File: config.mk
export PLATFORM = sky130hd
export DESIGN_NAME = elastic_out_port
export DESIGN_NICKNAME = d
export VERILOG_FILES = /design/src/rtl/eop_pkg.sv /design/src/rtl/eop_rr_arbiter.sv /design/src/rtl/eop_pkt_lock.sv /design/src/rtl/eop_out_fifo.sv /design/src/rtl/elastic_out_port.sv
export SDC_FILE = /design/constraint.sdc
export NUM_CORES = 1
export LEC_CHECK = 0
export CORE_AREA = 2 2 108 110
export DETAILED_ROUTE_END_ITERATION = 8
export DIE_AREA = 0 0 110 112
export DONT_BUFFER_PORTS = 1
export MAX_ROUTING_LAYER = met4
export REMOVE_ABC_BUFFERS = 1
export SYNTH_ARGS = -nofsm -noshare
export SYNTH_HDL_FRONTEND = slang
export SYNTH_HIERARCHICAL = 1
export SYNTH_SLANG_ARGS = --single-unit
File: constraint.sdc
create_clock -name clk -period 3.4 [get_ports clk]
set_clock_uncertainty 0.15 [all_clocks]
set_input_delay 0.34 -clock clk [delete_from_list [all_inputs] [get_ports clk]]
set_output_delay 0.34 -clock clk [all_outputs]
set_load 0.01 [all_outputs]
File: src/rtl/eop_pkg.sv
package eop_pkg;

  typedef enum logic {
    PORT_OPEN = 1'b0,
    PORT_HELD = 1'b1
  } port_hold_e;

  // Rotating index: (base + off) reduced into 0..n-1 for off < n.
  function automatic int rot_idx(input int base, input int off, input int n);
    int s;
    s = base + off;
    if (s >= n) s = s - n;
    return s;
  endfunction

endpackage

File: src/rtl/eop_rr_arbiter.sv
module eop_rr_arbiter #(
  parameter int N_IN = 4,
  localparam int IW = (N_IN > 1) ? $clog2(N_IN) : 1
) (
  input  logic            clk,
  input  logic            rst_n,
  input  logic [N_IN-1:0] req,
  input  logic            win_tail,
  output logic            grant_vld,
  output logic [IW-1:0]   grant_idx
);
  import eop_pkg::*;

  logic [IW-1:0] ptr_q;
  logic [IW-1:0] ptr_d;
  logic          ptr_en;

  always_comb begin
    grant_vld = 1'b0;
    grant_idx = '0;
    for (int k = 0; k < N_IN; k++) begin
      if (!grant_vld && req[rot_idx(int'(ptr_q), k, N_IN)]) begin
        grant_vld = 1'b1;
        grant_idx = IW'(rot_idx(int'(ptr_q), k, N_IN));
      end
    end
  end

  // Pointer moves past the winner only when a packet ends.
  always_comb begin
    ptr_en = grant_vld && win_tail;
    ptr_d  = IW'(rot_idx(int'(grant_idx), 1, N_IN));
  end

  always_ff @(posedge clk or negedge rst_n) begin
    if (!rst_n) begin
      ptr_q <= '0;
    end else if (ptr_en) begin
      ptr_q <= ptr_d;
    end
  end

endmodule

File: src/rtl/eop_pkt_lock.sv
module eop_pkt_lock #(
  parameter int N_IN = 4,
  localparam int IW = (N_IN > 1) ? $clog2(N_IN) : 1
) (
  input  logic          clk,
  input  logic          rst_n,
  input  logic          grant_vld,
  input  logic [IW-1:0] grant_idx,
  input  logic          win_tail,
  output logic          held,
  output logic [IW-1:0] owner
);
  import eop_pkg::*;

  port_hold_e    st_q, st_d;
  logic [IW-1:0] own_q, own_d;
  logic          upd_en;

  always_comb begin
    upd_en = grant_vld;
    st_d   = win_tail ? PORT_OPEN : PORT_HELD;
    own_d  = grant_idx;
  end

  always_ff @(posedge clk or negedge rst_n) begin
    if (!rst_n) begin
      st_q  <= PORT_OPEN;
      own_q <= '0;
    end else if (upd_en) begin
      st_q  <= st_d;
      own_q <= own_d;
    end
  end

  assign held  = (st_q == PORT_HELD);
  assign owner = own_q;

endmodule

File: src/rtl/eop_out_fifo.sv
module eop_out_fifo #(
  parameter int W     = 18,
  parameter int DEPTH = 3,
  localparam int PW = (DEPTH > 1) ? $clog2(DEPTH) : 1,
  localparam int CW = $clog2(DEPTH + 1)
) (
  input  logic          clk,
  input  logic          rst_n,
  input  logic          push,
  input  logic [W-1:0]  push_data,
  input  logic          pop,
  output logic          nonempty,
  output logic [W-1:0]  head_data,
  output logic [CW-1:0] count
);
  logic [W-1:0]  slot_q [DEPTH];
  logic [PW-1:0] wr_q, wr_d, rd_q, rd_d;
  logic [CW-1:0] cnt_q, cnt_d;
  logic          do_pop;

  always_comb begin
    do_pop = pop && (cnt_q != '0);
    wr_d   = (wr_q == PW'(DEPTH - 1)) ? '0 : wr_q + 1'b1;
    rd_d   = (rd_q == PW'(DEPTH - 1)) ? '0 : rd_q + 1'b1;
    cnt_d  = cnt_q + CW'(push) - CW'(do_pop);
  end

  for (genvar s = 0; s < DEPTH; s++) begin : g_slot
    logic slot_en;
    assign slot_en = push && (wr_q == PW'(s));
    always_ff @(posedge clk or negedge rst_n) begin
      if (!rst_n) begin
        slot_q[s] <= '0;
      end else if (slot_en) begin
        slot_q[s] <= push_data;
      end
    end
  end

  always_ff @(posedge clk or negedge rst_n) begin
    if (!rst_n) begin
      wr_q  <= '0;
      rd_q  <= '0;
      cnt_q <= '0;
    end else begin
      if (push)             wr_q  <= wr_d;
      if (do_pop)           rd_q  <= rd_d;
      if (push || do_pop)   cnt_q <= cnt_d;
    end
  end

  assign nonempty  = (cnt_q != '0);
  assign head_data = slot_q[rd_q];
  assign count     = cnt_q;

endmodule

File: src/rtl/elastic_out_port.sv
module elastic_out_port #(
  parameter int N_IN      = 4,
  parameter int DATA_W    = 16,
  parameter int OUT_DEPTH = 3
) (
  input  logic                     clk,
  input  logic                     rst_n,
  input  logic [N_IN-1:0]          in_valid,
  input  logic [N_IN-1:0]          in_head,
  input  logic [N_IN-1:0]          in_tail,
  input  logic [N_IN*DATA_W-1:0]   in_data,
  output logic [N_IN-1:0]          in_ready,
  output logic                     out_valid,
  output logic                     out_head,
  output logic                     out_tail,
  output logic [DATA_W-1:0]        out_data,
  input  logic                     out_ready
);
  localparam int IW = (N_IN > 1) ? $clog2(N_IN) : 1;
  localparam int FW = DATA_W + 2;
  localparam int CW = $clog2(OUT_DEPTH + 1);

  logic [N_IN-1:0] req;
  logic            grant_vld;
  logic [IW-1:0]   grant_idx;
  logic            held;
  logic [IW-1:0]   owner;
  logic            room;
  logic [CW:0]     occ;
  logic [CW-1:0]   fifo_cnt;
  logic            win_head, win_tail;
  logic [FW-1:0]   win_flit;
  logic            pipe_v_q;
  logic [FW-1:0]   pipe_q;
  logic            fifo_ne;
  logic [FW-1:0]   fifo_head;

  // Room test counts the flit sitting in the pipeline register.
  always_comb begin
    occ  = {1'b0, fifo_cnt} + {{CW{1'b0}}, pipe_v_q};
    room = occ < (CW+1)'(OUT_DEPTH);
  end

  for (genvar g = 0; g < N_IN; g++) begin : g_req
    logic owns;
    assign owns     = (owner == IW'(g));
    assign req[g]   = room && in_valid[g] && (held ? owns : in_head[g]);
    assign in_ready[g] = grant_vld && (grant_idx == IW'(g));
  end

  always_comb begin
    win_head = in_head[grant_idx];
    win_tail = in_tail[grant_idx];
    win_flit = {win_head, win_tail, in_data[int'(grant_idx)*DATA_W +: DATA_W]};
  end

  eop_rr_arbiter #(.N_IN(N_IN)) u_arb (
    .clk       (clk),
    .rst_n     (rst_n),
    .req       (req),
    .win_tail  (win_tail),
    .grant_vld (grant_vld),
    .grant_idx (grant_idx)
  );

  eop_pkt_lock #(.N_IN(N_IN)) u_lock (
    .clk       (clk),
    .rst_n     (rst_n),
    .grant_vld (grant_vld),
    .grant_idx (grant_idx),
    .win_tail  (win_tail),
    .held      (held),
    .owner     (owner)
  );

  // Pipeline register between switch and output buffer.
  always_ff @(posedge clk or negedge rst_n) begin
    if (!rst_n) begin
      pipe_v_q <= 1'b0;
    end else begin
      pipe_v_q <= grant_vld;
    end
  end

  always_ff @(posedge clk or negedge rst_n) begin
    if (!rst_n) begin
      pipe_q <= '0;
    end else if (grant_vld) begin
      pipe_q <= win_flit;
    end
  end

  eop_out_fifo #(.W(FW), .DEPTH(OUT_DEPTH)) u_obuf (
    .clk       (clk),
    .rst_n     (rst_n),
    .push      (pipe_v_q),
    .push_data (pipe_q),
    .pop       (out_ready),
    .nonempty  (fifo_ne),
    .head_data (fifo_head),
    .count     (fifo_cnt)
  );

  assign out_valid = fifo_ne;
  assign out_head  = fifo_head[FW-1];
  assign out_tail  = fifo_head[FW-2];
  assign out_data  = fifo_head[DATA_W-1:0];

endmodule

# Word-level counts from Yosys, hierarchy flattened

Index checks and enable logic that the tools add are counted.

Output and inout port bits: 23
Bits of input ports: 79
Register bits after elaboration: 84
Logic and storage cells: 115

Reduce and logical (&&, ||, !) cells: 28
Multiplexer cells: 39
Add/subtract/negate cells: 14
Bitwise gates (word level): 1
$lt $le $gt $ge: 12
Equal/unequal tests: 9
Shift-type cells: 1

Operators by type and width:

| kind                                                                          | number |
|---|---|
| 32-bit by 4-bit less-than comparator with 1-bit output, second input constant | 4 |
| 32-bit 2-to-1 mux                                                             | 4 |
| 32-bit by 4-bit >= comparator with 1-bit output, second input constant        | 3 |
| 32-bit by 4-bit subtractor with 32-bit output, second input constant          | 3 |
| 64-bit by 7-bit indexed part select with 16-bit output                        | 1 |
| 18-bit binary-select mux with 2-bit select                                    | 1 |
| 18-bit 2-to-1 mux                                                             | 2 |
| 1-bit logical AND                                                             | 20 |
| 1-bit 2-to-1 mux                                                              | 19 |
| 2-bit 2-to-1 mux                                                              | 7 |
| 1-bit binary-select mux with 2-bit select                                     | 6 |
| 2-bit == test, second input constant                                          | 6 |
| 2-bit by 1-bit adder with 3-bit output, second input constant                 | 2 |
| 2-bit by 2-bit adder with 3-bit output, second input constant                 | 2 |
| 2-bit by 1-bit == test with 1-bit output, second input constant               | 3 |
| 3-bit >= comparator, second input constant                                    | 2 |
| 2-bit zero test                                                               | 3 |
| 2-bit by 1-bit adder with 2-bit output, second input constant                 | 2 |
| 2-bit by 3-bit subtractor with 4-bit output, second input constant            | 1 |
| 2-bit by 1-bit adder with 3-bit output                                        | 1 |
| 2-bit by 3-bit >= comparator with 1-bit output, second input constant         | 1 |
| 1-bit zero test                                                               | 3 |
| 2-bit by 3-bit less-than comparator with 1-bit output, second input constant  | 1 |
| 3-bit by 2-bit less-than comparator with 1-bit output, second input constant  | 1 |
| other kinds (6)                                                               | 6 |

# Longest topological paths before layout

Gate-level depths: netlist of the first run.

Depth after elaboration: 20
Mapped depth: 15
Depth with buffers taken out: 13

# Cells and area by module

The synthesis of the first run kept the hierarchy.

Modules (own cells, without submodules):

| module           | seq. area each (um^2) | area an instance (um^2) | cells an instance | times used |
|---|---|---|---|---|
| eop_out_fifo     | 1501.4                | 2726.4                  | 204               | 1 |
| elastic_out_port | 475.5                 | 1383.8                  | 146               | 1 |
| eop_rr_arbiter   | 50.0                  | 166.4                   | 21                | 1 |
| eop_pkt_lock     | 75.1                  | 111.4                   | 7                 | 1 |

# Worst setup path after synthesis of the first run

Ideal clock, no wire load.

Kind: register to register
From: register pipe_v_q
To: register pipe_q[16]
Clock period less this slack: 3.224 ns
Buffers on the path: 1
Arrival: 2.949 ns
Setup slack: 0.176 ns
Cell stages (with the launch flop): 11
Setup time: 0.125 ns
Data required time: 3.125 ns
Cell sequence: dfrtp_1 > ha_1 > ha_1 > a21oi_1 > and3_1 > o21ai_0 > a222oi_1 > and2_2 > buf_6 > mux4_2 > mux2_4

Word-level cells in the longest chain between the ends: 19
Elaborated cells on any way between the ends: 38
Classes of those cells: 1 x add/sub; 1 x order compare; 22 x mux; 14 x reduce/logical

RTL lines:

| what                                                    | RTL line               | text |
|---|---|---|
| start: declaration                                      | elastic_out_port.sv:33 | `logic pipe_v_q;` |
| start signal: assignment                                | elastic_out_port.sv:81 | `pipe_v_q <= grant_vld;` |
| 2-bit by 1-bit adder with 3-bit output *                | elastic_out_port.sv:40 | `occ = {1'b0, fifo_cnt} + {{CW{1'b0}}, pipe_v_q};` |
| 3-bit by 2-bit less-than comparator with 1-bit output * | elastic_out_port.sv:41 | `room = occ < (CW+1)'(OUT_DEPTH);` |
| 1-bit logical AND * (2 in a row)                        | elastic_out_port.sv:47 | `assign req[g] = room && in_valid[g] && (held ? owns : in_head[g]);` |
| named net req[1]                                        | elastic_out_port.sv:23 | `logic [N_IN-1:0] req;` |
| 1-bit binary-select mux with 2-bit select               | eop_rr_arbiter.sv:22   | `if (!grant_vld && req[rot_idx(int'(ptr_q), k, N_IN)]) begin` |
| 1-bit 2-to-1 mux (implied by the code) (2 in a row)     | eop_rr_arbiter.sv:22   |  |
| 1-bit 2-to-1 mux                                        | eop_rr_arbiter.sv:22   |  |
| 1-bit zero test                                         | eop_rr_arbiter.sv:22   |  |
| [4 not listed]                                          | n/a                    |  |
| 1-bit 2-to-1 mux                                        | eop_rr_arbiter.sv:22   |  |
| 1-bit zero test                                         | eop_rr_arbiter.sv:22   |  |
| 1-bit logical AND                                       | eop_rr_arbiter.sv:22   |  |
| 2-bit 2-to-1 mux *                                      | eop_rr_arbiter.sv:22   |  |
| named net grant_idx[0]                                  | elastic_out_port.sv:25 | `logic [IW-1:0] grant_idx;` |
| 1-bit binary-select mux with 2-bit select *             | elastic_out_port.sv:53 | `win_tail = in_tail[grant_idx];` |
| 1-bit 2-to-1 mux (implied by the code) *                | elastic_out_port.sv:53 |  |
| named net win_flit[16]                                  | elastic_out_port.sv:32 | `logic [FW-1:0] win_flit;` |
| end signal: assignment                                  | elastic_out_port.sv:89 | `pipe_q <= win_flit;` |
| end: declaration                                        | elastic_out_port.sv:34 | `logic [FW-1:0] pipe_q;` |

The timed path passes the listed nets; every way through them passes the cells marked *. The select of a mux whose other input is x is not followed.
A chain may end at the register's enable or synchronous reset.

# Worst setup path in the final report of the first run

From: register u_obuf.cnt_q[0], in the netlist u_obuf/count[0]
To: register pipe_q[16]

Word-level cells in the longest chain between the ends: 19
Elaborated cells on any way between the ends: 38
Classes of those cells: 1 x add/sub; 1 x order compare; 22 x mux; 14 x reduce/logical

RTL lines:

| what                                                    | RTL line               | text |
|---|---|---|
| start: declaration                                      | eop_out_fifo.sv:18     | `logic [CW-1:0] cnt_q, cnt_d;` |
| start signal: assignment                                | eop_out_fifo.sv:48     | `if (push \|\| do_pop) cnt_q <= cnt_d;` |
| 2-bit by 1-bit adder with 3-bit output *                | elastic_out_port.sv:40 |  |
| 3-bit by 2-bit less-than comparator with 1-bit output * | elastic_out_port.sv:41 |  |
| 1-bit logical AND * (2 in a row)                        | elastic_out_port.sv:47 |  |
| named net req[2]                                        | elastic_out_port.sv:23 |  |
| 1-bit binary-select mux with 2-bit select               | eop_rr_arbiter.sv:22   |  |
| 1-bit 2-to-1 mux (implied by the code) (2 in a row)     | eop_rr_arbiter.sv:22   |  |
| 1-bit 2-to-1 mux                                        | eop_rr_arbiter.sv:22   |  |
| 1-bit zero test                                         | eop_rr_arbiter.sv:22   |  |
| [4 not listed]                                          | n/a                    |  |
| 1-bit 2-to-1 mux                                        | eop_rr_arbiter.sv:22   |  |
| 1-bit zero test                                         | eop_rr_arbiter.sv:22   |  |
| 1-bit logical AND                                       | eop_rr_arbiter.sv:22   |  |
| 2-bit 2-to-1 mux *                                      | eop_rr_arbiter.sv:22   |  |
| named net grant_idx[0]                                  | elastic_out_port.sv:25 |  |
| 1-bit binary-select mux with 2-bit select *             | elastic_out_port.sv:53 |  |
| 1-bit 2-to-1 mux (implied by the code) *                | elastic_out_port.sv:53 |  |
| named net win_flit[16]                                  | elastic_out_port.sv:32 |  |

Marks and branches as above.

==> impl_metrics.toml, run 1 <==
[run_status]
outcome = "completed"

[synthesis]
synth_cells = 378
ys_warn_count = 6
seq_area_frac_synth = 0.4790
ys_top_cells_by_area = "dfrtp_1 48%, mux2_2 12%, mux2i_1 8.2%"
synth-main-ff-cell = "dfrtp_1"
syn_area_per_cell_um2 = 11.61
yosysTopAreaCellShare = 0.4790
yosysTopAreaCell = "dfrtp_1"
synth_edf_count = 0
async_flop_share = 1.000
synth_cell_types = 43
syn_area_um2 = 4388
synth_seq_cells = 84
synth_common_cells = "84 x dfrtp_1, 48 x mux2_2, 36 x mux2i_1, 26 x o21ai_0, 25 x nand2_1"
yosysMostFrequentCell = "dfrtp_1"

[clock_network]
cts_buffers = 9
cts_sinks = 84
htree_levels = 3
cts_tree = "done"
cts_root_buf = "clkbuf_16"
clkLatencyLatePin_ns = 0.33
clk_path_buf_depth = 2
clkTransAtPathRegs_ns = 0.06

[flow_run]
maxCapViolations = 0

[worst_setup_path]
slowest_delay_ns = 0.56
cp_max_fo = 5
worstPathArrival_ns = 3.36
crit_type = "reg2reg"
cp_slowest_cell = "mux4_2"
cp_cell_sequence = "ha_2 -> ha_4 -> a21oi_2 -> and3_4 -> buf_4 -> mux2_4 -> a222oi_1 -> buf_4 -> and2_4 -> buf_6 -> mux4_2 -> mux2_4"
start_kind = "register"
worstSetupEndpointType = "register"
required_ns = 3.46

[layout]
n_antenna_cell = 0
area_delta_synth_final_pct = 17.19
nNetsFinal = 490
drive_gt1_frac = 0.2888
final_area_um2 = 5142
final-instance-count-excl-fill = 555

[floorplan]
std_cell_rows = 39
start_util = 0.3927
dieArea_um2 = 12320
coreArea_um2 = 11170
num_io_pins = 102
die_w_um = 110
die_h_um = 112

[placement]
gp_congestion = 0.8058
place_inst = 516
dpl_worst_slack_ns = -0.1052
placed_area_um2 = 4576
portBuffers = 0
dp_hpwl_mm = 6.947

[sta]
fin_crit_sh = 0.9704
fin_crit_ns = 3.299
fmax_mhz = 303.1
slew_headroom = 0.5857
setup_viol = 0
setup_tns_ns = 0
slew_viol_final = 0
fin_ws_ns = 0.1005
hold_violations = 0
rsz0062_at_grt = "no"
worst_slew_pin_slew_ns = 0.6208

[pwr]
ir_worst_vdd_mv = 0.4435
p_leak_uw = 0.002147
pwr_density_cell_nw_per_um2 = 1201

[grt]
antenna_found_initial = 0
grt_max_degree = 85
grt_pass1_wl_mm = 17.11
groute.usage.overall = 0.1880
grt.overflow.total = 0
grt_pass1_vias = 3170

[worst_hold_path]
hold_class = "in2reg"

[route]
detail_route.wl_per_cell_um = 18.96
routed_wl_mm = 10.52
firstDrtPassIters = 6
drc_errors = 0
dr_total_vias = 3070
drt_iter0_drc = 144
via_per_inst = 5.532
drtAntennaViolNets = 0
==> through the flow <==
step / util / total power, uW / hold WS, ns
6_report: 0.4602 / 6175 / 0.03890
5_1_grt: 0.4602 / 6658 / 0.04254
4_1_cts: 0.4558 / 6171 / 0.02389
3_5_place_dp: 0.4095 / 5078 / -0.1030
3_3_place_gp: 0.4095 / 4971 / -0.1030
2_1_floorplan: - / 4095 / -0.1056
==> what timing repair did <==
action | CTS | global route
hold endpoints to repair | 100 | 0
setup endpoints to repair | 11 | 23
hold buffers | 18 | 0
resized for setup | 5 | 10
setup buffers | 4 | 1
pin swaps | 2 | 4
==> where the power goes <==
group | total (uW) | internal (uW) | switching (uW)
logic | 3400 | 1670 | 1730
registers | 1870 | 1530 | 338
clock network | 903 | 500 | 403
total | 6180 | 3700 | 2470
==> placed cells by master, fill, tap and decap left out, types with 9 or more instances in the layout <==
cell type,count
mux2_2,48
mux2i_1,36
nor2_1,20
nor2b_1,14
dfrtp_1,84
nand2_1,24
buf_4,22
mux2_4,12
clkbuf_16,9
a221oi_1,14
inv_1,12
o21ai_0,26
o21a_1,16
dlygate4sd3_1,17
==> cell families (layout without fill, tap and decap cells) <==
kind of cell / count (synthesis) / count (layout) / synth area share
AO/OA/AOI/OAI: 69 / 69 / 0.1058
adder cells (fa/ha/maj): 4 / 4 / 0.01141
flip-flops: 84 / 84 / 0.4790
XOR/XNOR: 2 / 2 / 0.003993
buffers and inverters: 37 / 71 / 0.04534
AND/OR/NAND/NOR: 84 / 84 / 0.09866
multiplexers: 98 / 98 / 0.2558
==> registers in the layout (all words and copies together) (netlist names), 2 cells and up <==
register,count
u_obuf/rd_q,2
u_obuf/wr_q,2
pipe_q,18
u_arb/ptr_q,2
u_lock/owner,2
u_obuf/slot_q,54
u_obuf/count,2
==> layer usage <==
| layer | vias to the layer above | global-route usage | share of wire |
|---|---|---|---|
| met2 | 91 | 0.2998 | 0.51 |
| met1 | 1559 | 0.2412 | 0.44 |
| met5 | - | - | 0 |
| li1 | 1408 | - | - |
| met3 | 12 | 0.03806 | 0.044 |
| met4 | 0 | 0.05401 | 0.0088 |
==> final timing paths <==
path	start	depth (start not counted)	endpoint	slack (ns)
worst max-delay path	u_obuf/count[0]	12	pipe_q[16]	0.10
worst min-delay path	out_ready	2	u_obuf/count[0]	0.04
worst max register to register	u_obuf/count[0]	12	pipe_q[16]	0.10
worst min register to register	u_arb/ptr_q[0]	2	u_arb/ptr_q[0]	0.35
max in group asynchronous	rst_n	2	u_lock/held	2.34
min in group asynchronous	rst_n	2	u_obuf/slot_q[31]	0.42
==> worst max-delay path, delay by kind of cell (launching register included) <==
kind / cells / cell delay (ns)
mux: 3 / 1.09
fa+ha+maj: 2 / 0.45
buf+inv: 3 / 0.42
flops: 1 / 0.38
simple gates: 2 / 0.36
compound gates: 2 / 0.31
==> layout make-up <==
type | instances | area, um^2
Clock buffer | 10 | 229.0
Clock inverter | 6 | 47.55
Fill cell | 1033 | 6032
Inverter | 14 | 52.55
Multi-Input combinational cell | 257 | 2158
Sequential cell | 84 | 2102
Tap cell | 143 | 178.9
Timing Repair Buffer | 41 | 374.1
Power figures use the tool's default switching activity.
==> run 2, diff against run 1 <==
CORE_AREA = 2 2 91 93   (was 2 2 108 110)
DIE_AREA = 0 0 93 95   (was 0 0 110 112)
PLACE_DENSITY = 0.74   (was default)
==> run 2 against run 1 <==
Compared with the run above:
- clock-buffer cell count is the same
- register-to-register slack improved by 0.06 ns
- sequential cell count did not move
- critical path depth decreased by 3
- utilization increased by 18 points
- hold slack better by 0.038 ns
- largest power group unchanged
- critical path type is now reg2out
==> impl_metrics.toml, run 2 (synthesis gave the netlist of run 1 again) <==
[run_status]
outcome = "completed"

[worst_setup_path]
required_ns = 2.91
cp_cell_sequence = "ha_1 -> ha_1 -> a21oi_2 -> and3_4 -> buf_4 -> or4_1 -> buf_4 -> buf_4 -> and3_1"
cp_max_fo = 27
cpMostUsedCell = "buf_4"
crit_type = "reg2out"
worstSetupEndpointType = "primary output"
cp_slowest_cell = "or4_1"
start_kind = "register"
slowest_delay_ns = 0.49
worstPathArrival_ns = 2.82

[sta]
rsz0062_at_grt = "yes"
worst_slew_pin_slew_ns = 1.069
fin_ws_ns = 0.08712
slew_viol_final = 0
fin_crit_ns = 3.313
fmax_mhz = 301.9
fin_crit_sh = 0.9744
fin_hold_ws_ns = 0.07711
slew_headroom = 0.2851
setup_viol = 0
hold_violations = 0

[route]
firstDrtPassIters = 4
routed_wl_mm = 9.935
drt_iter0_drc = 130
dr_total_vias = 3038
detail_route.wl_per_cell_um = 19.14
drtAntennaViolNets = 0
via_per_inst = 5.854
drc_errors = 0

[layout]
n_antenna_cell = 0
nFillCells = 634
area_delta_synth_final_pct = 15.54
multiInputGateArea_um2 = 2145
top_register = "u_obuf/slot_q"
final_common_cell = "dfrtp_1"
reg.largest.list = "u_obuf/slot_q (54), pipe_q (18)"
drive_gt1_frac = 0.2874
final_core_util = 0.6395
largest_reg_flops = 54
layout_common_cells = "84 x dfrtp_1, 48 x mux2_2, 36 x mux2i_1"
nNetsFinal = 492
register_area_um2 = 2102

[placement]
dp_hpwl_mm = 6.403
portBuffers = 0
dpl_worst_slack_ns = -0.07280
gp_congestion = 0.7696

[floorplan]
num_io_pins = 102
coreArea_um2 = 7928
die_h_um = 95
start_util = 0.5535
die_w_um = 93
std_cell_rows = 33
dieArea_um2 = 8835

[clock_network]
cts_root_buf = "clkbuf_8"
clk_path_buf_depth = 2
clkTransAtPathRegs_ns = 0.09
htree_levels = 3
cts_tree = "done"
cts_sinks = 84
cts_buffers = 9
clkLatencyLatePin_ns = 0.35

[pwr]
power_uw = 6142
pwr_density_cell_nw_per_um2 = 1212
p_leak_uw = 0.002148
ir_worst_vdd_mv = 0.5356

[grt]
grt_max_degree = 85
antenna_found_initial = 0
groute.usage.overall = 0.2408
grt.overflow.total = 0
grt_pass1_vias = 3031
grt_pass1_wl_mm = 15.65

[worst_hold_path]
hold_class = "in2reg"

[flow_run]
maxCapViolations = 0
run 2: changes by cell type in the layout (fill, tap and decap cells not counted), sizes merged:
cell	before	now
bufinv	0	3
clkinvlp	4	1
buf	24	25
clkinv	0	1
dlygate4sd3	17	18
inv	16	15
run 2: power breakdown:
part	leakage (uW)	internal, uW	switching, uW
Combinational	0.00107	1710	1700
Sequential	0.000961	1530	347
Clock	0.000117	490	365
run 2: per-layer routing:
metal | share of wire | track usage | vias to the layer above
met5 | 0 | - | -
met4 | 0.0087 | 0.07721 | 0
met3 | 0.046 | 0.03591 | 7
met2 | 0.51 | 0.4052 | 82
met1 | 0.44 | 0.3026 | 1539
li1 | - | - | 1410
run 2: what timing repair did:
| item | in CTS | in global routing |
|---|---|---|
| resized for setup | 4 | 10 |
| setup buffers | 6 | 4 |
| setup endpoints to repair | 16 | 17 |
| hold endpoints to repair | 101 | 0 |
| pin swaps | 2 | 4 |
| hold buffers | 19 | 0 |
run 2: final cells by class:
type / instances / share of cell area
Multi-Input combinational cell: 257 / 0.4230
Tap cell: 105 / 0.02591
Timing Repair Buffer: 43 / 0.07897
Clock inverter: 6 / 0.02196
Sequential cell: 84 / 0.4146
Inverter: 14 / 0.01037
Clock buffer: 10 / 0.02517
run 2: per-stage QoR:
stage	setup TNS, ns	instance area [um^2]	std cells
after floorplan	-15.43	4242	355
after global placement	0	4498	474
after detailed placement	-0.4761	4498	474
after CTS	0	5015	515
after global routing	-0.1737	5070	519
final	0	5070	519
run 2: critical path: cells and delay by family (launching register included):
kind | cells | cell delay (ns)
simple gates | 3 | 0.91
buf+inv | 3 | 0.61
fa+ha+maj | 2 | 0.48
flops | 1 | 0.39
compound gates | 1 | 0.07
run 2: final timing paths:
check	from	depth (start not counted)	endpoint	slack [ns]
setup / recovery	u_obuf/count[0]	9	in_ready[3]	0.09
hold / removal	out_ready	3	u_obuf/count[0]	0.08
setup reg to reg	u_obuf/count[0]	11	pipe_q[16]	0.16
hold reg to reg	u_obuf/slot_q[21]	1	u_obuf/slot_q[21]	0.36
max in group asynchronous	rst_n	2	u_obuf/slot_q[29]	2.38
min in group asynchronous	rst_n	2	u_obuf/slot_q[7]	0.39
==> run 3, diff against run 2 <==
SYNTH_HIERARCHICAL = default   (was 1)
==> run 3 against run 2 <==
Compared with the run above:
- combinational power decreased by 19%
- via count decreased by 1.4%
- utilization decreased by 2.9 points
==> impl_metrics.toml, run 3 <==
[run_status]
outcome = "completed"

[pwr]
ir_worst_vdd_mv = 0.8247
p_leak_uw = 0.002235
pwr_density_cell_nw_per_um2 = 1113

[synthesis]
ys_top_cells_by_area = "dfrtp_1 48%, mux2_2 14%, mux2i_1 9.5%"
synth_xor_area_frac = 0.004036
synth_top_family_by_area = "multiplexers"
synth-compound-area-share = 0.1306
synth_seq_cells = 84
synth-main-ff-cell = "dfrtp_1"
synth_common_cells = "84 x dfrtp_1, 55 x mux2_2, 42 x nand2_1, 41 x mux2i_1, 23 x o21ai_0"
ys_warn_count = 0
synth_cell_types = 44
synth_cells = 387
syn_area_per_cell_um2 = 11.22
yosysTopAreaCellShare = 0.4843
synth_fa_ha_area_frac = 0.02306
syn_area_um2 = 4340
yosys-mux-area-fraction = 0.2398
synth_edf_count = 0
yosysMostFrequentCell = "dfrtp_1"
async_flop_share = 1.000
yosys.area_share.simple = 0.08792
seq_area_frac_synth = 0.4843
yosysTopAreaCell = "dfrtp_1"

[layout]
top_register = "u_obuf.slot_q"
area_delta_synth_final_pct = 11.56
layout_common_cells = "84 x dfrtp_1, 55 x mux2_2, 42 x nand2_1"
final_area_um2 = 4842
n_antenna_cell = 0
final-instance-count-excl-fill = 512
drive_gt1_frac = 0.2285
final_common_cell = "dfrtp_1"
largest_reg_flops = 54
nNetsFinal = 490
reg.largest.list = "u_obuf.slot_q (54), pipe_q (18)"

[worst_setup_path]
cp_top_family = "adder cells"
crit_type = "reg2out"
cp_cell_sequence = "ha_1 -> ha_1 -> a21oi_2 -> nand2_1 -> a21o_1 -> nand3b_1 -> inv_1 -> ha_1 -> and2_1"
r2r_start = "u_lock.held"
crit_end = "in_ready[3]"
regToRegEndpoint = "pipe_q[15]"
cpMostUsedCell = "ha_1"
cp_slowest_cell = "dfrtp_1"
ff2ff_setup_slack_ns = 0.43
worstSetupEndpointType = "primary output"
worstPathArrival_ns = 2.65
start_kind = "register"
crit_cells = 9
reg2reg_depth = 8
crit_start = "pipe_v_q"
slowest_delay_ns = 0.47
required_ns = 2.91
path_buf_inv = 1
cp_max_fo = 8

[placement]
gp_congestion = 0.8972
placed_area_um2 = 4461
portBuffers = 0
dp_hpwl_mm = 6.628
place_inst = 481
dpl_worst_slack_ns = 0.3261

[floorplan]
std_cell_rows = 33
start_util = 0.5475
dieArea_um2 = 8835
coreArea_um2 = 7928
num_io_pins = 102
die_h_um = 95
die_w_um = 93

[clock_network]
clkTransAtPathRegs_ns = 0.08
clk_path_buf_depth = 2
cts_sinks = 84
htree_levels = 3
clkLatencyLatePin_ns = 0.35
cts_root_buf = "clkbuf_8"
cts_buffers = 9
cts_tree = "done"
post_cts_buffers = 0

[grt]
grt_max_degree = 85
groute.usage.overall = 0.2379
antenna_found_initial = 0
grt_pass1_vias = 2912
grt_pass1_wl_mm = 15.55
grt.overflow.total = 0

[sta]
fin_hold_ws_ns = 0.01221
fmax_mhz = 318.5
setup_tns_ns = 0
fin_ws_ns = 0.2604
slew_headroom = 0.2631
rsz0062_at_grt = "no"
setup_viol = 0
slew_viol_final = 0
fin_crit_ns = 3.140
hold_violations = 0
fin_crit_sh = 0.9234
worst_slew_pin_slew_ns = 1.105

[route]
firstDrtPassIters = 4
detail_route.wl_per_cell_um = 19.04
routed_wl_mm = 9.747
drtAntennaViolNets = 0
drt_iter0_drc = 167
dr_total_vias = 2995
via_per_inst = 5.850
drc_errors = 0

[worst_hold_path]
min_path_cells = 2
hold_class = "in2reg"

[flow_run]
maxCapViolations = 0
run 3: cell types whose count changed after synthesis, moves of 13 or more:
cell	previous run	this run
nand2_1	25	42
o21ai_1	0	14
nor2b_1	17	4
o21a_1	16	1
a22oi_1	0	14
a221oi_1	14	0
run 3: metal layers:
metal / up-vias / GRT usage / routed length, um
li1: 1418 / - / -
met1: 1484 / 0.3145 / 4393
met2: 79 / 0.3647 / 4678
met3: 14 / 0.05507 / 508
met4: 0 / 0.08211 / 167
met5: - / - / 0
run 3: logic make-up (layout without fill, tap and decap cells):
logic type,after synthesis,in the layout
AO/OA/AOI/OAI,85,85
XOR/XNOR,2,2
adder cells (fa/ha/maj),8,8
buffers and inverters,30,50
flip-flops,84,84
multiplexers,97,97
AND/OR/NAND/NOR,81,81
run 3: worst min-delay path by stage:
| stage | startpoint | endpoint | slack, ns |
|---|---|---|---|
| 5_1_grt | in_data[1] | pipe_q[1] | 0.02 |
| 3_3_place_gp | rst_n | u_obuf.slot_q[25] | -0.10 |
| 3_5_place_dp | rst_n | u_obuf.slot_q[25] | -0.10 |
| 6_report | in_data[1] | pipe_q[1] | 0.01 |
| 4_1_cts | in_data[1] | pipe_q[1] | 0.005 |
| 2_1_floorplan | rst_n | pipe_q[0] | -0.11 |
run 3: per-stage QoR:
stage / power [uW] / utilization
floorplan: 3883 / -
global placement: 4540 / 0.5627
detailed placement: 4657 / 0.5627
CTS: 5421 / 0.6103
global route: 5825 / 0.6108
finish: 5391 / 0.6108
run 3: cell type report:
class | instances | area (um^2)
fill | 674 | 3085
multi-input combinational | 273 | 2126
sequential | 84 | 2102
timing repair buffer | 25 | 245.2
clock buffer | 11 | 151.4
tap | 105 | 131.4
clock inverter | 4 | 48.80
inverter | 10 | 37.54
run 3: what timing repair did:
item	in CTS	in global routing
hold endpoints to repair	98	0
endpoints found under the setup margin	0	2
hold buffers	16	0
resized for setup	0	1
run 3: where the power goes:
part	switching [uW]	internal, uW
Clock	347	374
Combinational	1560	1210
Sequential	376	1520
